### src/rtl/ghist_predictor.sv
module ghist_predictor #(
  parameter int PC_W   = 32,
  parameter int IDX_W  = 9,
  parameter int HIST_W = 8,
  parameter int CTL_W  = 4
) (
  input  logic             clk,
  input  logic             rst,
  input  logic [CTL_W-1:0] hist_ctl,
  input  logic [PC_W-1:0]  pred_pc,
  output logic             pred_taken,
  input  logic             upd_valid,
  input  logic [PC_W-1:0]  upd_pc,
  input  logic             upd_taken
);
  localparam int ENTRIES = 1 << IDX_W;
  localparam int CNT_W   = 2;
  localparam int N_W     = CTL_W - 1;
  localparam logic [CNT_W-1:0] CNT_MAX  = '1;
  localparam logic [CNT_W-1:0] CNT_INIT = CNT_W'(1);

  logic [HIST_W-1:0] ghist, hmask, hused;
  logic [CNT_W-1:0]  ctr [ENTRIES];
  logic [IDX_W-1:0]  pred_idx, upd_idx;
  logic [CNT_W-1:0]  upd_cnt, upd_next;

  assign hmask = hist_ctl[CTL_W-1] ? '1 : ~({HIST_W{1'b1}} << hist_ctl[N_W-1:0]);
  assign hused = ghist & hmask;

  assign pred_idx = pred_pc[IDX_W+1:2] ^ IDX_W'(hused);
  assign upd_idx  = upd_pc[IDX_W+1:2]  ^ IDX_W'(hused);

  assign pred_taken = ctr[pred_idx][CNT_W-1];

  assign upd_cnt  = ctr[upd_idx];
  assign upd_next = upd_taken ? ((upd_cnt == CNT_MAX) ? upd_cnt : upd_cnt + 1'b1)
                              : ((upd_cnt == '0)      ? upd_cnt : upd_cnt - 1'b1);

  always_ff @(posedge clk) begin
    if (rst) begin
      for (int i = 0; i < ENTRIES; i++) ctr[i] <= CNT_INIT;
      ghist <= '0;
    end else if (upd_valid) begin
      ctr[upd_idx] <= upd_next;
      ghist        <= {ghist[HIST_W-2:0], upd_taken};
    end
  end

  logic unused_pc_bits;
  assign unused_pc_bits = ^{pred_pc[PC_W-1:IDX_W+2], pred_pc[1:0],
                            upd_pc[PC_W-1:IDX_W+2], upd_pc[1:0]};

  p_hist_shift_r5: assert property (@(posedge clk) disable iff (rst)
    upd_valid |=> ghist == {$past(ghist[HIST_W-2:0]), $past(upd_taken)});

  p_hist_hold_r12: assert property (@(posedge clk) disable iff (rst)
    !upd_valid |=> $stable(ghist));

  p_inc_r3: assert property (@(posedge clk) disable iff (rst)
    (upd_valid && upd_taken && upd_cnt != CNT_MAX) |=>
      ctr[$past(upd_idx)] == $past(upd_cnt) + CNT_W'(1));

  p_sat_top_r3: assert property (@(posedge clk) disable iff (rst)
    (upd_valid && upd_taken && upd_cnt == CNT_MAX) |=> ctr[$past(upd_idx)] == CNT_MAX);

  p_dec_r4: assert property (@(posedge clk) disable iff (rst)
    (upd_valid && !upd_taken && upd_cnt != '0) |=>
      ctr[$past(upd_idx)] == $past(upd_cnt) - CNT_W'(1));

  p_sat_bot_r4: assert property (@(posedge clk) disable iff (rst)
    (upd_valid && !upd_taken && upd_cnt == '0) |=> ctr[$past(upd_idx)] == '0);
endmodule

### config.mk
export PLATFORM = sky130hd
export DESIGN_NAME = ghist_predictor
export DESIGN_NICKNAME = d
export VERILOG_FILES = /design/src/rtl/ghist_predictor.sv
export SDC_FILE = /design/constraint.sdc
export NUM_CORES = 2
export LEC_CHECK = 0
export BUFFER_PORTS_ARGS = -buffer_cell sky130_fd_sc_hd__buf_4
export CORE_MARGIN = 4
export CORE_UTILIZATION = 40
export DETAILED_ROUTE_END_ITERATION = 10
export PLACE_DENSITY_LB_ADDON = 0.05
export SLEW_MARGIN = 5
export SYNTH_ARGS = -nofsm -noshare
export SYNTH_HDL_FRONTEND = slang
export SYNTH_SLANG_ARGS = --single-unit
### constraint.sdc
create_clock -name clk -period 6.8 [get_ports clk]
set_input_delay 1.02 -clock clk [delete_from_list [all_inputs] [get_ports clk]]
set_output_delay 1.02 -clock clk [all_outputs]
set_load 0.05 [all_outputs]
==> flow_summary.ini <==
[clock_network]
clock_sinks = 1032
clk_pin_slew_ps = 50
clkLatencyLatePin_ps = 750
ctsLongestPathBuffers = 3
post_cts_buffers = 0
cts_made_buffers = 130
tritoncts = done
hold_buffers = 0
htree_levels = 4
cts-root-buf = clkbuf_16
cts_resized = 0

[cells_and_area]
stdcell_area_um2 = 66100
layout_commonest_cell = edfxtp_1
ff_latch_area_um2 = 30900
drive_above_1_share_pct = 24.6
nNetsFinal = 4946
mostFrequentLayoutCells = 1024 x edfxtp_1, 536 x nor2_1, 516 x nand4_1
fin_util_pct = 46.1
multiInputGateArea_um2 = 24700
fillers = 13000
syn2layout_area_growth_pct = 14.6

[outcome]
status = finished, final reports clean

[floorplanning]
io_pins = 73
die_w_um = 388
start_util_pct = 40.2
dieArea_um2 = 150000
core_um2 = 143000
fp-row-count = 139
die_y_um = 388

[timing]
rsz0062_at_grt = false
post-route-period-util_pct = 92.7
hold_viol_final = 0
finalCriticalPeriod_ps = 6300
tightest_slew_ps = 1180
clock.fmax_mhz = 159
slew_headroom_pct = 21.5
fin_skew_ps = 32.5
setup_viol = 0
report.final.slew_viol_count = 0
setup_ws_ps = 498
setup_tns_ps = 0
hold_ws_ps = 508

[worst_setup_path]
reg2reg_from = ghist[0]
cp.arrival_ps = 5280
rrSetupSlack_ps = 1240
startpoint_type = input pin
critPathKind = in2out
worstSetupEndpointType = output pin
cp_data_required_time_ps = 5780
path_max_fanout = 18
reg2reg_depth = 15
rr_endpoint = ctr[6][1]

[global_routing]
grt_pass1_wl_mm = 304
antenna_found_initial = 5
grt.met3_usage_pct = 3.90
grt_util_all_layers_pct = 27.3
grt_pass1_vias = 43200
overflow = 0
met1_usage_pct = 38.1
grt_busiest_layer = met2
use_met2_pct = 44.1
grt_max_degree = 207

[power_and_ir_drop]
power.density_nw_per_um2 = 256
peakVddDrop_v = 0.000160
p_leak_nw = 21.4

[yosys]
synth_cell_type_count = 47
ys_async_sr_fraction_pct = 0
synth.cell_area_um2 = 57700
synth_nets = 5056
synth-simple-area-share_pct = 16.8
synth_edf_count = 1024
synth_top_area_share_pct = 53.3
ys.warnings.count = 0
synth-compound-area-share_pct = 11.1
yosys.area.top_type = edfxtp_1
synthTopCellsByArea = edfxtp_1 53%, mux2i_1 7.1%, mux4_2 6.9%, nand4_1 5.6%, or2_2 5.6%
synth_flop_cell = edfxtp_1
syn_inst = 4984
syn_area_per_cell_um2 = 11.6
yosysSeqAreaShare_pct = 53.6
synth.area.mux_share_pct = 14.0
yosys_register_bits = 1032
synth_xor_area_share_pct = 0.364
synth_adder_area_share_pct = 0
synth_top_family_by_area = simple AND/OR/NAND/NOR gates

[flow_run]
cap_viol_max_count = 0

[drt]
dr.first_iter.drc_count = 3873
postRouteAntennaNets = 0
vias_per_cell = 6.28
drtPass1Iterations = 6
drc = 0
wl_per_cell_um = 30.5
via_count = 43200
routed_wirelength_mm = 210

[place]
dp_slack_ps = 360
place_hpwl_mm = 123
place.gp.congestion = 0.807
place_area_um2 = 62100
portBuffers = 26

[min_path]
hold_depth = 2
holdCritPathClass = reg2reg
hp-start = ghist[7]
whs_endpoint = ghist[7]
## metrics by stage
stage,total power [mW],cells
6_report,16.9,6875
5_1_grt,17.4,6874
4_1_cts,17.0,6873
3_5_place_dp,10.3,6645
3_3_place_gp,10.3,6645
2_1_floorplan,8.92,4984
## power breakdown
part | leakage, nW | internal [mW] | switching, mW
clock | 1.99 | 3.98 | 2.74
sequential | 9.04 | 7.10 | 0.0653
combinational | 10.4 | 1.09 | 1.97
## Yosys cell counts, types with 8 or more instances
library cell	number
a21boi_1	232
mux4_2	176
mux2i_1	409
a41oi_1	8
edfxtp_1	1024
xor2_1	14
dfxtp_1	8
nor3_1	9
o41ai_1	32
buf_1	50
nor4_1	42
a22oi_1	18
nand4_1	516
xnor2_1	10
clkbuf_1	357
nand2_1	223
buf_2	163
a21boi_0	280
o22ai_1	208
or2_2	512
nor2_1	540
a21oi_1	101
## cell type report
cell class / instances / share of cell area [%]
flip-flops and latches: 1032 / 46.8
clock buffers: 172 / 5.48
multi-input cells: 3377 / 37.3
repair buffers: 332 / 6.20
well taps: 1903 / 3.60
clock inverters: 56 / 0.655
diodes: 2 / 0.00757
inverters: 1 / 0.00568
## how the worst max path moves through the flow
stage,startpoint,endpoint,slack [ps],depth (start not counted)
2_1_floorplan,hist_ctl[3],pred_taken,790,12
3_3_place_gp,hist_ctl[3],ctr[6][1],370,17
3_5_place_dp,hist_ctl[3],ctr[10][1],360,16
4_1_cts,hist_ctl[3],pred_taken,470,17
5_1_grt,hist_ctl[3],pred_taken,260,17
6_report,hist_ctl[3],pred_taken,500,17
## critical path: stages
cell	delay, ps
buf_4	180
o41ai_4	360
buf_4	260
xor2_4	180
buf_12	230
buf_12	260
mux4_2	580
mux4_2	530
a22oi_1	210
a21oi_1	90
a21oi_1	120
buf_4	150
nor2_1	40
a2111oi_0	420
buf_4	190
a21oi_1	130
buf_4	270
## sequential cells by signal (all words and copies together), names as in the netlist
signal	count
ctr	1024
ghist	8
## per-layer routing
layer	vias to the layer above	part of all wire (%)	wire, µm
met4	0	3.4	7230
met2	1641	47	99200
met5	-	0	0
met1	22200	43	90300
met3	371	6.2	13000
li1	18900	-	-
## logic make-up (layout without fill, tap and decap cells)
kind of cell | count (synthesis) | in the layout
and+or+nand+nor | 1854 | 1854
DFF | 1032 | 1032
AOI/OAI and AO/OA | 914 | 914
muxes | 585 | 585
buffers and inverters | 575 | 561
xor gates and xnor gates | 24 | 24
other | 0 | 2
No activity file was read; power rests on OpenSTA's default activity.
